==> config.mk <==
export PLATFORM = sky130hd
export DESIGN_NAME = mini_alu_top
export DESIGN_NICKNAME = d
export VERILOG_FILES = /design/src/rtl/mini_alu_pkg.sv /design/src/rtl/alu_mode_ctrl.sv /design/src/rtl/alu_arith_unit.sv /design/src/rtl/alu_logic_unit.sv /design/src/rtl/alu_cmp_unit.sv /design/src/rtl/mini_alu_top.sv
export SDC_FILE = /design/constraint.sdc
export NUM_CORES = 1
export LEC_CHECK = 0
export BUFFER_PORTS_ARGS = -buffer_cell sky130_fd_sc_hd__buf_2
export CAP_MARGIN = 20
export CORE_MARGIN = 2
export CORE_UTILIZATION = 50
export DETAILED_ROUTE_END_ITERATION = 12
export HOLD_SLACK_MARGIN = 0.02
export PLACE_DENSITY = 0.75
export SYNTH_ARGS = -nofsm -noshare
export SYNTH_HDL_FRONTEND = slang
export SYNTH_SLANG_ARGS = --single-unit
==> constraint.sdc <==
create_clock -name clk -period 3.93 [get_ports clk]
set_input_delay 0.786 -clock clk [delete_from_list [all_inputs] [get_ports clk]]
set_output_delay 0.786 -clock clk [all_outputs]
set_load 0.02 [all_outputs]
==> src/rtl/mini_alu_pkg.sv <==
package mini_alu_pkg;

    localparam int NIB_W  = 4;
    localparam int BYTE_W = 2 * NIB_W;
    localparam int NDIG   = BYTE_W / NIB_W;
    localparam int SEG_W  = 7;

    typedef enum logic [1:0] {
        MODE_ARITH = 2'd0,
        MODE_CMP   = 2'd1,
        MODE_LOGIC = 2'd2
    } mode_e;

    // operation codes per mode
    localparam logic [1:0] OP_ADD = 2'd0;
    localparam logic [1:0] OP_SUB = 2'd1;
    localparam logic [1:0] OP_SHL = 2'd2;
    localparam logic [1:0] OP_SHR = 2'd3;

    localparam logic [1:0] OP_AND = 2'd0;
    localparam logic [1:0] OP_OR  = 2'd1;
    localparam logic [1:0] OP_XOR = 2'd2;
    localparam logic [1:0] OP_NOT = 2'd3;

    localparam logic [1:0] OP_EQ  = 2'd0;
    localparam logic [1:0] OP_GT  = 2'd1;
    localparam logic [1:0] OP_LT  = 2'd2;
    localparam logic [1:0] OP_MAX = 2'd3;

    typedef struct packed {
        logic [BYTE_W-1:0] data;
        logic              carry;
        logic              rem;
    } unit_res_t;

    // nibble to active-low gfedcba pattern
    function automatic logic [SEG_W-1:0] nib_to_seg_n(input logic [NIB_W-1:0] v);
        logic [SEG_W-1:0] lit;
        case (v)
            4'h0: lit = 7'h3F;
            4'h1: lit = 7'h06;
            4'h2: lit = 7'h5B;
            4'h3: lit = 7'h4F;
            4'h4: lit = 7'h66;
            4'h5: lit = 7'h6D;
            4'h6: lit = 7'h7D;
            4'h7: lit = 7'h07;
            4'h8: lit = 7'h7F;
            4'h9: lit = 7'h6F;
            4'hA: lit = 7'h77;
            4'hB: lit = 7'h7C;
            4'hC: lit = 7'h39;
            4'hD: lit = 7'h5E;
            4'hE: lit = 7'h79;
            default: lit = 7'h71;
        endcase
        return ~lit;
    endfunction

endpackage

==> src/rtl/alu_mode_ctrl.sv <==
module alu_mode_ctrl
    import mini_alu_pkg::*;
(
    input  logic  clk,
    input  logic  rst,
    input  logic  key_grp,
    input  logic  key_sub,
    output mode_e mode
);

    logic grp_q;   // 0: arithmetic, 1: non-arithmetic group
    logic sub_q;   // 0: comparison, 1: logic
    logic kg_q;
    logic ks_q;
    logic rise_g;
    logic rise_s;

    assign rise_g = key_grp & ~kg_q;
    assign rise_s = key_sub & ~ks_q;

    always_ff @(posedge clk) begin
        if (rst) begin
            grp_q <= 1'b0;
            sub_q <= 1'b0;
            kg_q  <= 1'b0;
            ks_q  <= 1'b0;
        end else begin
            kg_q <= key_grp;
            ks_q <= key_sub;
            if (rise_g)
                grp_q <= ~grp_q;
            if (rise_s && grp_q)
                sub_q <= ~sub_q;
        end
    end

    always_comb begin
        if (!grp_q)
            mode = MODE_ARITH;
        else if (sub_q)
            mode = MODE_LOGIC;
        else
            mode = MODE_CMP;
    end

    AST_RESET_MODE: assert property (@(posedge clk)
        rst |=> (mode == MODE_ARITH));

    AST_GROUP_FLIP: assert property (@(posedge clk) disable iff (rst)
        (key_grp && !kg_q) |=> (grp_q != $past(grp_q)));

    AST_GROUP_HOLD: assert property (@(posedge clk) disable iff (rst)
        (key_grp && kg_q) |=> $stable(grp_q));

    AST_SUB_LOCKED: assert property (@(posedge clk) disable iff (rst)
        (!grp_q) |=> $stable(sub_q));

endmodule

==> src/rtl/alu_arith_unit.sv <==
module alu_arith_unit
    import mini_alu_pkg::*;
(
    input  logic [NIB_W-1:0]  x,
    input  logic [NIB_W-1:0]  y,
    input  logic [BYTE_W-1:0] z,
    input  logic [1:0]        op,
    output unit_res_t         res
);

    logic             do_sub;
    logic [NIB_W-1:0] b_in;
    logic [NIB_W:0]   c;
    logic [NIB_W-1:0] s;

    // shared ripple chain: subtraction adds ~y with carry-in 1
    assign do_sub = (op == OP_SUB);
    assign b_in   = do_sub ? ~y : y;
    assign c[0]   = do_sub;

    for (genvar i = 0; i < NIB_W; i++) begin : g_fa
        assign s[i]   = x[i] ^ b_in[i] ^ c[i];
        assign c[i+1] = (x[i] & b_in[i]) | (c[i] & (x[i] ^ b_in[i]));
    end

    always_comb begin
        res = '0;
        case (op)
            OP_ADD: begin
                res.data  = BYTE_W'(s);
                res.carry = c[NIB_W];
            end
            OP_SUB: begin
                res.data  = BYTE_W'(s);
                res.carry = ~c[NIB_W];
            end
            OP_SHL: begin
                res.data  = {z[BYTE_W-2:0], 1'b0};
                res.carry = z[BYTE_W-1];
            end
            default: begin
                res.data = {1'b0, z[BYTE_W-1:1]};
                res.rem  = z[0];
            end
        endcase
    end

    always_comb begin
        if (op == OP_ADD)
            AST_RIPPLE_SUM: assert ({res.carry, res.data[NIB_W-1:0]} ==
                                    ((NIB_W+1)'(x) + (NIB_W+1)'(y)));
        if (op == OP_SUB)
            AST_BORROW: assert (res.carry == (y > x));
    end

endmodule

==> src/rtl/alu_logic_unit.sv <==
module alu_logic_unit
    import mini_alu_pkg::*;
(
    input  logic [NIB_W-1:0]  x,
    input  logic [NIB_W-1:0]  y,
    input  logic [BYTE_W-1:0] z,
    input  logic [1:0]        op,
    output unit_res_t         res
);

    always_comb begin
        res = '0;
        case (op)
            OP_AND:  res.data = BYTE_W'(x & y);
            OP_OR:   res.data = BYTE_W'(x | y);
            OP_XOR:  res.data = BYTE_W'(x ^ y);
            default: res.data = ~z;
        endcase
    end

endmodule

==> src/rtl/alu_cmp_unit.sv <==
module alu_cmp_unit
    import mini_alu_pkg::*;
(
    input  logic [NIB_W-1:0] x,
    input  logic [NIB_W-1:0] y,
    input  logic [1:0]       op,
    output unit_res_t        res
);

    always_comb begin
        res = '0;
        case (op)
            OP_EQ:   res.data = BYTE_W'(x == y);
            OP_GT:   res.data = BYTE_W'(x > y);
            OP_LT:   res.data = BYTE_W'(x < y);
            default: res.data = BYTE_W'((x > y) ? x : y);
        endcase
    end

endmodule

==> src/rtl/mini_alu_top.sv <==
module mini_alu_top
    import mini_alu_pkg::*;
(
    input  logic                    clk,
    input  logic                    rst,
    input  logic                    key_grp,
    input  logic                    key_sub,
    input  logic [1:0]              op_sel,
    input  logic [BYTE_W-1:0]       sw,
    output logic [NDIG*SEG_W-1:0]   hex_seg,
    output logic                    carry_led,
    output logic                    rem_led
);

    mode_e             mode;
    logic [BYTE_W-1:0] z;
    logic [NIB_W-1:0]  x;
    logic [NIB_W-1:0]  y;
    unit_res_t         ar_res;
    unit_res_t         lg_res;
    unit_res_t         cp_res;
    unit_res_t         sel_res;
    logic [BYTE_W-1:0] res_q;
    logic              carry_q;
    logic              rem_q;

    // leftmost switch is the least significant bit
    for (genvar i = 0; i < BYTE_W; i++) begin : g_rev
        assign z[i] = sw[BYTE_W-1-i];
    end
    assign x = z[NIB_W-1:0];
    assign y = z[BYTE_W-1:NIB_W];

    alu_mode_ctrl u_mode (
        .clk     (clk),
        .rst     (rst),
        .key_grp (key_grp),
        .key_sub (key_sub),
        .mode    (mode)
    );

    alu_arith_unit u_arith (.x(x), .y(y), .z(z), .op(op_sel), .res(ar_res));
    alu_logic_unit u_logic (.x(x), .y(y), .z(z), .op(op_sel), .res(lg_res));
    alu_cmp_unit   u_cmp   (.x(x), .y(y),        .op(op_sel), .res(cp_res));

    always_comb begin
        case (mode)
            MODE_ARITH: sel_res = ar_res;
            MODE_CMP:   sel_res = cp_res;
            MODE_LOGIC: sel_res = lg_res;
            default:    sel_res = '0;
        endcase
    end

    always_ff @(posedge clk) begin
        if (rst) begin
            res_q   <= '0;
            carry_q <= 1'b0;
            rem_q   <= 1'b0;
        end else begin
            res_q   <= sel_res.data;
            carry_q <= sel_res.carry;
            rem_q   <= sel_res.rem;
        end
    end

    for (genvar d = 0; d < NDIG; d++) begin : g_dig
        assign hex_seg[d*SEG_W +: SEG_W] = nib_to_seg_n(res_q[d*NIB_W +: NIB_W]);
    end

    assign carry_led = carry_q;
    assign rem_led   = rem_q;

    AST_FLAGS_EXCL: assert property (@(posedge clk) disable iff (rst)
        !(carry_led && rem_led));

    AST_REM_SOURCE: assert property (@(posedge clk) disable iff (rst)
        rem_q |-> ($past(mode) == MODE_ARITH && $past(op_sel) == OP_SHR));

    AST_CARRY_SOURCE: assert property (@(posedge clk) disable iff (rst)
        carry_q |-> ($past(mode) == MODE_ARITH && $past(op_sel) != OP_SHR));

    AST_CMP_BOOL: assert property (@(posedge clk) disable iff (rst)
        ($past(mode) == MODE_CMP && $past(op_sel) != OP_MAX) |-> (res_q <= 1));

endmodule

==> results of run 1 <==
[cells in the final DEF (no fill, tap or decap), types with 2 or more instances in the layout]
master	count
xnor2_1	5
a2bb2oi_1	2
fa_1	3
buf_4	10
o22ai_1	3
o21bai_1	2
o21ai_0	9
o211ai_1	3
nor3b_1	2
nor2b_1	8
nand2b_1	4
ha_1	26
nand3b_1	2
inv_1	34
or4_1	2
dfxtp_1	20
a21oi_1	9
a22oi_1	2
nand2_1	14
nor3_1	4
a31oi_1	3
a211oi_1	4
mux2i_1	11
o211a_1	2
buf_2	29
nand3_1	3
clkbuf_8	4
nor2_1	22
[cells in the mapped netlist (2+ instances only)]
cell type,n,share of area (%)
a211oi_1,4,1.6
a21oi_1,9,2.4
o22ai_1,3,0.98
o211a_1,2,1.0
o211ai_1,3,1.2
a2bb2oi_1,2,0.92
o21ai_0,9,2.4
o21bai_1,2,0.78
nand3_1,3,0.78
nand3b_1,2,0.78
fa_1,3,3.1
mux2i_1,11,5.8
nor2_1,22,4.3
nor2b_1,8,2.6
nand2_1,14,2.7
buf_2,5,1.3
a22oi_1,2,0.78
or4_1,2,0.78
nor3_1,4,1.0
ha_1,26,17
a31oi_1,3,0.98
nor3b_1,2,0.78
inv_1,34,6.7
clkbuf_1,5,0.98
nand2b_1,4,1.3
dfxtp_1,20,21
xnor2_1,5,2.3
[worst max-delay path: stages]
cell      delay [ps]
buf_2            180
inv_1            110
ha_1             350
or4_1            620
or4_1            440
a31oi_1          190
a211oi_1         100
nor2_1           250
inv_1            110
ha_1             220
nand2_1           70
o21ai_0           80
a221oi_1         280
[power by group through the flow]
| stage | clock network [W] | logic [W] | registers (W) |
|---|---|---|---|
| 6_report | 0.000157 | 0.000287 | 0.000239 |
| 3_5_place_dp | 0 | 0.000286 | 0.000244 |
| 5_1_grt | 0.000168 | 0.000323 | 0.000242 |
| 3_3_place_gp | 0 | 0.000283 | 0.000244 |
| 2_1_floorplan | 0 | 0.000211 | 0.000240 |
| 4_1_cts | 0.000161 | 0.000288 | 0.000240 |
[path summary, 6_finish.rpt]
path | from | to | slack [ps] | cells past startpoint
hold / removal | u_mode.kg_q | u_mode.grp_q | 560 | 3
setup / recovery | sw[2] | flip-flop | 290 | 13
hold reg to reg | u_mode.kg_q | u_mode.grp_q | 560 | 3
setup reg to reg | u_mode.grp_q | flip-flop | 1440 | 8
[area by class of cell]
class                      instances  area (µm²)  share of cell area, %
clock buffer                       4       55.05                  2.501
multi-input combinational        172        1338                  60.77
sequential                        20       400.4                  18.19
timing repair buffer              39       220.2                  10.01
inverter                          34       127.6                  5.799
tap                               48       60.06                  2.729
[routing by layer]
| layer | routed length [µm] | global-route usage (%) | part of all wire [%] |
|---|---|---|---|
| met3 | 181 | 3.578 | 4.4 |
| met2 | 1917 | 32.70 | 47 |
| met1 | 1930 | 28.25 | 47 |
| met5 | 0 | 0 | 0 |
| met4 | 51 | 6.250 | 1.3 |
[logic make-up (layout without fill, tap and decap cells)]
kind of cell / Yosys count / after routing / share of synthesized area [%]
AO/OA/AOI/OAI: 56 / 56 / 21.45
adder cells (fa/ha/maj): 29 / 29 / 20.14
multiplexers: 13 / 13 / 7.521
buffers and inverters: 45 / 77 / 9.156
AND/OR/NAND/NOR: 68 / 68 / 18.05
XOR/XNOR: 6 / 6 / 2.747
flip-flops: 20 / 20 / 20.93
[stage by stage]
stage                     area, µm²  worst slack [ps]  util, %
after floorplan                1913             44.81        -
after global placement         2146             130.9    58.61
after detailed placement       2146             50.09    58.61
after CTS                      2201             314.9    60.12
after global routing           2201             53.58    60.12
final                          2201             288.5    60.12
==> flow_summary_export.csv, run 1 <==
group,metric,value,unit
status,status,"completed",
cts,cts.sinks,20,
global_routing,overflow,0,
floorplanning,num_rows,22,
synth,synth-edff-count,0,
sta,setup_tns,0,ps
final_layout,synthToLayoutAreaGrowth,15.04,%
floorplanning,die_w,65.86,µm
sta,fin_crit,3641,ps
pwr,cellLeakagePower,1.111,nW
synth,async_reset_ff_share,0,%
cts,cts_resized,0,
worst_setup_path,arrival,3800,ps
final_layout,drive_above_1_share,18.59,%
worst_setup_path,critPathKind,"in2reg",
min_path,hold_class,"reg2reg",
floorplanning,die_area,4337,µm²
detailed_routing,route.detailed.drc,0,
pwr,power,0.0006832,W
pwr,ir_drop,0.0001778,V
final_layout,final_nets,313,
detailed_routing,finalWirelength,4079,µm
placed_design,hpwl,3095,µm
final_layout,num-fill-cells,351,
cts,clk_latency,260,ps
global_routing,grt_first_pass_wirelength,7017,µm
sta,finalSetupViolCount,0,
global_routing,grt_max_degree,27,
pwr,p_seq_share,35.0,%
sta,slew_headroom,53.13,%
pwr,clockPowerShare,23.0,%
floorplanning,start_util,52.26,%
final_layout,final-instance-count-excl-fill,317,
synth,syn_nets,280,
synth,synth.cell_area,1913,µm²
detailed_routing,first_iter_violations,141,
global_routing,grt_antenna_before_repair,0,
cts,cts_tree,"built",
pwr,power_frac_comb,42.0,%
sta,drv_slew,0,
worst_setup_path,critical_path_peak_fanout,7,
worst_setup_path,critPathRequiredTime,4080,ps
placed_design,dp.cells,313,
synth,yosysWarnings,0,
sta,fin_crit_sh,92.66,%
placed_design,numPortBuffers,29,
cts,clk_pin_slew,70,ps
floorplanning,fp.dieH,65.86,µm
sta,grt_setup_unrepaired,"no",
final_layout,n_antenna_cell,0,
sta,max_freq,274.6,MHz
synth,yosysSeqAreaShare,20.93,%
sta,worstMarginPinSlew,700.9,ps
pwr,power_density,310.4,nW/µm²
detailed_routing,ant_nets,0,
synth,syn_area_per_cell,8.072,µm²
synth,synth_cell_type_count,55,
worst_setup_path,worstSetupStartpointType,"primary input",
sta,fin_skew,1.045,ps
job,drv_cap,0,
pwr,p_sw,0.0002451,W
global_routing,grt_use_total,20.54,%
sta,hold_violations,0,
floorplanning,core,3661,µm²
detailed_routing,via_per_inst,5.426,
detailed_routing,first_pass_iters,5,
sta,hold_ws,559.0,ps
global_routing,grt_pass1_vias,1597,
pwr,sw_frac_of_total,35.87,%
cts,cts-root-buf,"clkbuf_8",
pwr,internal_power,0.0004381,W
cts,post-cts-setup-buffers,0,
cts,hold_buffers,0,
cts,clockBufferDepth,2,
synth,ys_seq_elements,20,
detailed_routing,wire_per_inst,12.87,µm
placed_design,routabilityCongestion,0.8998,
cts,numCtsBuffers,3,
worst_setup_path,crit_path_end_kind,"flip-flop",
synth,synthCells,237,
synth,ys.flop_type,"dfxtp_1",
detailed_routing,vias,1720,
cts,htree_num_levels,1,
floorplanning,ios,30,
No activity file was read; power rests on OpenSTA's default activity.
==> inputs of run 2 (changes only) <==
--- a/config.mk
+++ b/config.mk
@@ -7,11 +7,14 @@
 export LEC_CHECK = 0
 export BUFFER_PORTS_ARGS = -buffer_cell sky130_fd_sc_hd__buf_2
 export CAP_MARGIN = 20
+export CELL_PAD_IN_SITES_DETAIL_PLACEMENT = 1
+export CELL_PAD_IN_SITES_GLOBAL_PLACEMENT = 2
 export CORE_MARGIN = 2
-export CORE_UTILIZATION = 50
+export CORE_UTILIZATION = 30
 export DETAILED_ROUTE_END_ITERATION = 12
 export HOLD_SLACK_MARGIN = 0.02
-export PLACE_DENSITY = 0.75
+export PLACE_DENSITY = 0.76
 export SYNTH_ARGS = -nofsm -noshare
 export SYNTH_HDL_FRONTEND = slang
 export SYNTH_SLANG_ARGS = --single-unit
+export TNS_END_PERCENT = 1
==> flow_summary_export.csv, run 2 (synthesized netlist as in run 1, its figures left out) <==
group,metric,value,unit
status,status,"completed",
cts,hold_buffers,0,
sta,grt_setup_unrepaired,"no",
placed_design,dp.cells,347,
final_layout,drive_above_1_share,19.78,%
placed_design,routabilityCongestion,0.8503,
worst_setup_path,r2r-start,"u_mode.grp_q",
cts,cts_tree,"built",
final_layout,final_core_util,36.23,%
cts,cts-root-buf,"clkbuf_8",
worst_setup_path,r2r_slack,1340,ps
global_routing,overflow,0,
sta,hold_violations,0,
placed_design,hpwl,3943,µm
job,drv_cap,0,
sta,worstMarginPinSlew,754.0,ps
final_layout,n_antenna_cell,0,
pwr,ir_drop,0.0001106,V
sta,slew_headroom,49.58,%
worst_setup_path,worstSetupStartpointType,"primary input",
cts,cts_resized,0,
worst_setup_path,crit_path_end_kind,"flip-flop",
detailed_routing,wire_per_inst,13.99,µm
floorplanning,num_rows,29,
worst_setup_path,path_cells,"buf_2 -> nand2b_1 -> buf_4 -> o21ai_0 -> fa_1 -> fa_1 -> fa_1 -> nor2_1 -> a211o_1 -> o311a_1 -> o211a_1 -> nor2_1 -> mux2_2 -> mux2i_1",
floorplanning,die_area,7032,µm²
worst_setup_path,critical_path_peak_fanout,4,
detailed_routing,vias,1701,
floorplanning,fp.dieH,83.86,µm
worst_setup_path,critical_path.top_delay_family,"adder cells",
cts,clockBufferDepth,2,
detailed_routing,ant_nets,0,
global_routing,grt_use_total,14.24,%
placed_design,numPortBuffers,29,
sta,fin_skew,2.930,ps
min_path,hold_class,"reg2reg",
worst_setup_path,slowest_delay,490,ps
final_layout,final-instance-count-excl-fill,350,
detailed_routing,route.detailed.drc,0,
min_path,hp-start,"u_mode.kg_q",
floorplanning,start_util,30.65,%
final_layout,multi_input_area,1338,µm²
pwr,power_density,299.6,nW/µm²
global_routing,grt_first_pass_wirelength,8224,µm
worst_setup_path,cpMostUsedCell,"fa_1",
cts,clk_pin_slew,80,ps
worst_setup_path,critPathKind,"in2reg",
pwr,clockPowerShare,20.2,%
detailed_routing,first_pass_iters,4,
pwr,cellLeakagePower,1.127,nW
cts,post-cts-setup-buffers,0,
final_layout,ff_latch_area,400.4,µm²
final_layout,final_cell_mix,"inv_1, buf_2, ha_1, nor2_1, dfxtp_1",
pwr,power_frac_comb,44.4,%
pwr,p_sw,0.0002539,W
sta,drv_slew,0,
global_routing,grt_max_degree,27,
sta,max_freq,263.7,MHz
detailed_routing,via_per_inst,4.860,
final_layout,final_nets,318,
sta,fin_crit,3792,ps
worst_setup_path,critPathLaunch,"op_sel[1]",
floorplanning,core,6241,µm²
global_routing,grt_pass1_vias,1730,
floorplanning,die_w,83.86,µm
cts,htree_num_levels,1,
detailed_routing,first_iter_violations,73,
floorplanning,ios,30,
cts,cts.sinks,20,
final_layout,num-fill-cells,775,
sta,finalSetupViolCount,0,
detailed_routing,finalWirelength,4896,µm
worst_setup_path,critPathRequiredTime,4110,ps
global_routing,grt_antenna_before_repair,0,
cts,clk_latency,260,ps
sta,setup_tns,0,ps
pwr,p_seq_share,35.4,%
worst_setup_path,arrival,3970,ps
final_layout,final_common_cell,"inv_1",
final_layout,synthToLayoutAreaGrowth,18.18,%
sta,hold_ws,559.3,ps
pwr,sw_frac_of_total,37.49,%
worst_setup_path,crit_buf_inv,2,
pwr,internal_power,0.0004234,W
cts,numCtsBuffers,3,
worst_setup_path,crit_slowest_cell,"fa_1",
pwr,power,0.0006773,W
sta,fin_crit_sh,96.48,%
## run 2: path summary, 6_finish.rpt
kind | to | depth (start not counted)
worst max register to register | flip-flop | 10
worst min register to register | u_mode.grp_q | 3
worst max-delay path | flip-flop | 14
worst min-delay path | u_mode.grp_q | 3
## run 2: layout make-up
| cell class | instances | area share, % |
|---|---|---|
| inverters | 34 | 5.645 |
| flip-flops and latches | 20 | 17.71 |
| clock buffers | 3 | 1.826 |
| well taps | 77 | 4.261 |
| multi-input cells | 172 | 59.16 |
| repair buffers | 44 | 11.40 |
## run 2: routing by layer
| layer | GRT usage (%) | vias up | share of wire, % |
|---|---|---|---|
| met4 | 2.786 | 0 | 0.63 |
| met2 | 24.15 | 21 | 47 |
| met1 | 19.08 | 789 | 49 |
| met5 | 0 | - | 0 |
| met3 | 2.473 | 2 | 2.5 |
| li1 | - | 889 | - |
## run 2: power by group through the flow
stage	clock, W	sequential, W	combinational (W)
after global placement	0	0.000244	0.000299
after floorplan	0	0.000240	0.000211
final	0.000137	0.000240	0.000300
after detailed placement	0	0.000245	0.000303
after global routing	0.000151	0.000243	0.000333
after CTS	0.000143	0.000240	0.000305
## run 2: worst register-to-register path, stage by stage, from the launching register on
cell and delay [ps]:
dfxtp_1 670, and4b_1 390, inv_1 90, o221ai_1 290, nand2b_1 200, inv_1 160
ha_1 190, inv_1 80, buf_4 130, mux2i_1 150, mux2i_1 110
## run 2: metrics by stage
stage	instance area, µm²	setup slack, ps
final	2261	138.4
after global routing	2261	19.16
after CTS	2261	142.6
after detailed placement	2220	-119.2
after global placement	2220	-25.34
after floorplan	1913	44.81
==> inputs of run 3 (changes only) <==
--- a/config.mk
+++ b/config.mk
@@ -5,15 +5,16 @@
 export SDC_FILE = /design/constraint.sdc
 export NUM_CORES = 1
 export LEC_CHECK = 0
+export ABC_AREA = 1
 export BUFFER_PORTS_ARGS = -buffer_cell sky130_fd_sc_hd__buf_2
 export CAP_MARGIN = 20
 export CELL_PAD_IN_SITES_DETAIL_PLACEMENT = 1
 export CELL_PAD_IN_SITES_GLOBAL_PLACEMENT = 2
 export CORE_MARGIN = 2
-export CORE_UTILIZATION = 30
+export CORE_UTILIZATION = 32
 export DETAILED_ROUTE_END_ITERATION = 12
 export HOLD_SLACK_MARGIN = 0.02
-export PLACE_DENSITY = 0.76
+export PLACE_DENSITY = 0.8
 export SYNTH_ARGS = -nofsm -noshare
 export SYNTH_HDL_FRONTEND = slang
 export SYNTH_SLANG_ARGS = --single-unit
==> constraint.sdc (replaced) <==
create_clock -name clk -period 4 [get_ports clk]
set_input_delay 0.8 -clock clk [delete_from_list [all_inputs] [get_ports clk]]
set_output_delay 0.8 -clock clk [all_outputs]
set_load 0.02 [all_outputs]
==> flow_summary_export.csv, run 3 <==
group,metric,value,unit
status,status,"completed",
cts,htree_num_levels,1,
floorplanning,ios,30,
synth,synth.most_common_cell,"nand2_1",
sta,slew_headroom,71.32,%
detailed_routing,via_per_inst,4.721,
pwr,power_density,315.7,nW/µm²
final_layout,final_cell_mix,"nand2_1, inv_1, buf_2, ha_1, nand3_1",
synth,syn_area_per_cell,6.947,µm²
synth,synthMuxAreaShare,0,%
synth,synthCells,286,
cts,clk_latency,260,ps
synth,synth_area_leaders,"dfxtp_1, ha_1, nand2_1",
sta,fin_skew,5.621,ps
sta,drv_slew,0,
synth,synth.top_cell.area_share,20.15,%
cts,cts-root-buf,"clkbuf_8",
detailed_routing,vias,1841,
final_layout,drive_above_1_share,20.95,%
synth,synth_fa_ha_area_share,19.40,%
synth,synth.cell_area,1987,µm²
cts,post-cts-setup-buffers,0,
synth,synth-simple-area-share,35.45,%
worst_setup_path,critPathKind,"in2reg",
final_layout,num-fill-cells,805,
worst_setup_path,crit_path_end_kind,"flip-flop",
sta,fin_crit,3366,ps
global_routing,grt_antenna_before_repair,0,
global_routing,grt_max_degree,17,
placed_design,numPortBuffers,29,
sta,finalSetupViolCount,0,
floorplanning,start_util,33.36,%
placed_design,routabilityCongestion,0.8748,
cts,cts_tree,"built",
detailed_routing,ant_nets,0,
sta,fin_crit_sh,84.15,%
synth,ys_seq_elements,20,
global_routing,grt_use_total,16.45,%
sta,worstMarginPinSlew,427.4,ps
detailed_routing,first_iter_violations,54,
synth,yosys.area_share.xor_xnor,1.322,%
worst_setup_path,critical_path_peak_fanout,10,
cts,cts.sinks,20,
detailed_routing,route.detailed.drc,0,
synth,netlist_top_cells_count,"nand2_1, inv_1, ha_1",
cts,numCtsBuffers,3,
floorplanning,die_area,6855,µm²
global_routing,grt_pass1_vias,1837,
final_layout,ff_latch_area,400.4,µm²
min_path,hold_class,"reg2reg",
cts,clockBufferDepth,2,
placed_design,hpwl,4235,µm
final_layout,multi_input_area,1341,µm²
pwr,ir_drop,0.0001469,V
floorplanning,fp.dieH,82.80,µm
floorplanning,core,5956,µm²
synth,syn_nets,329,
final_layout,n_antenna_cell,0,
floorplanning,die_w,82.80,µm
final_layout,final_common_cell,"nand2_1",
detailed_routing,finalWirelength,5062,µm
synth,ys.flop_type,"dfxtp_1",
worst_setup_path,arrival,3580,ps
synth,synth_top_area_cell,"dfxtp_1",
job,drv_cap,0,
synth,yosysWarnings,0,
detailed_routing,first_pass_iters,4,
worst_setup_path,critPathRequiredTime,4210,ps
pwr,cellLeakagePower,1.221,nW
synth,synth_top_family_by_area,"simple AND/OR/NAND/NOR gates",
final_layout,synthToLayoutAreaGrowth,13.92,%
global_routing,grt_first_pass_wirelength,8742,µm
detailed_routing,wire_per_inst,12.98,µm
synth,yosysSeqAreaShare,20.15,%
synth,synth_compound_area_share,11.34,%
sta,hold_violations,0,
cts,cts_resized,0,
floorplanning,num_rows,28,
synth,synth-edff-count,0,
cts,hold_buffers,0,
worst_setup_path,worstSetupStartpointType,"primary input",
sta,hold_ws,525.6,ps
global_routing,overflow,0,
sta,max_freq,297.1,MHz
synth,async_reset_ff_share,0,%
final_layout,final_nets,359,
sta,setup_tns,0,ps
cts,clk_pin_slew,80,ps
sta,grt_setup_unrepaired,"no",
synth,synth_cell_type_count,38,
-- run 3: changes by cell type after synthesis, sizes merged, moves of 5 or more --
cell,delta
nand3,+20
xnor2,-5
nand2,+68
mux2i,-11
o21ai,+6
nor2b,-8
inv,+18
-- run 3: where the power goes --
part | switching (W) | internal [W]
registers | 0.00000940 | 0.000227
clock network | 0.0000712 | 0.000134
logic | 0.000182 | 0.0000920
total | 0.000262 | 0.000452
-- run 3: kinds of logic (layout without fill, tap and decap cells) --
| kind of cell | count (synthesis) | in the layout |
|---|---|---|
| flip-flops | 20 | 20 |
| XOR/XNOR | 3 | 3 |
| buffers and inverters | 58 | 87 |
| AND/OR/NAND/NOR | 141 | 141 |
| AO/OA/AOI/OAI | 35 | 35 |
| adder cells (fa/ha/maj) | 29 | 29 |
-- run 3: area by class of cell --
class                   instances  share of cell area [%]
clock inverters                 1                   1.327
repair buffers                 29                   6.412
flip-flops and latches         20                   17.69
multi-input cells             208                   59.26
clock buffers                   3                   1.824
well taps                      75                   4.146
inverters                      54                   9.342
-- run 3: per-stage QoR --
stage | total power [W] | utilization [%] | cell area [µm²] | setup slack (ps) | cells
after floorplan | 0.0004407 | - | 1987 | 783.2 | 286
after global placement | 0.0005155 | 36.81 | 2192 | 449.2 | 386
after detailed placement | 0.0005178 | 36.81 | 2192 | 360.9 | 386
after CTS | 0.0007255 | 38.00 | 2263 | 634.9 | 390
after global routing | 0.0007750 | 38.00 | 2263 | 407.6 | 390
final | 0.0007145 | 38.00 | 2263 | 634.1 | 390
-- run 3: final timing paths --
kind                startpoint      endpoint  slack (ps)  cells past startpoint
setup reg to reg  u_mode.grp_q     flip-flop        1940                     10
setup / recovery     op_sel[0]     flip-flop         630                     15
hold reg to reg    u_mode.kg_q  u_mode.grp_q         530                      2
hold / removal     u_mode.kg_q  u_mode.grp_q         530                      2
-- run 3: worst max-delay path: stages --
cell and delay [ps]:
buf_2 280, inv_4 90, nor2_8 140, xor2_1 100, fa_1 420, fa_1 410
fa_1 490, o21ai_0 80, nor3_1 210, a21oi_1 60, nand2_1 110, nand2_4 90
inv_2 130, nand3_1 90, nand2_1 60
-- run 3: metal layers --
metal | vias up | track usage, % | share of wire, %
li1 | 961 | - | -
met3 | 8 | 3.030 | 3.5
met2 | 36 | 27.74 | 47
met4 | 0 | 2.459 | 1.0
met5 | - | 0 | 0
met1 | 836 | 22.30 | 49
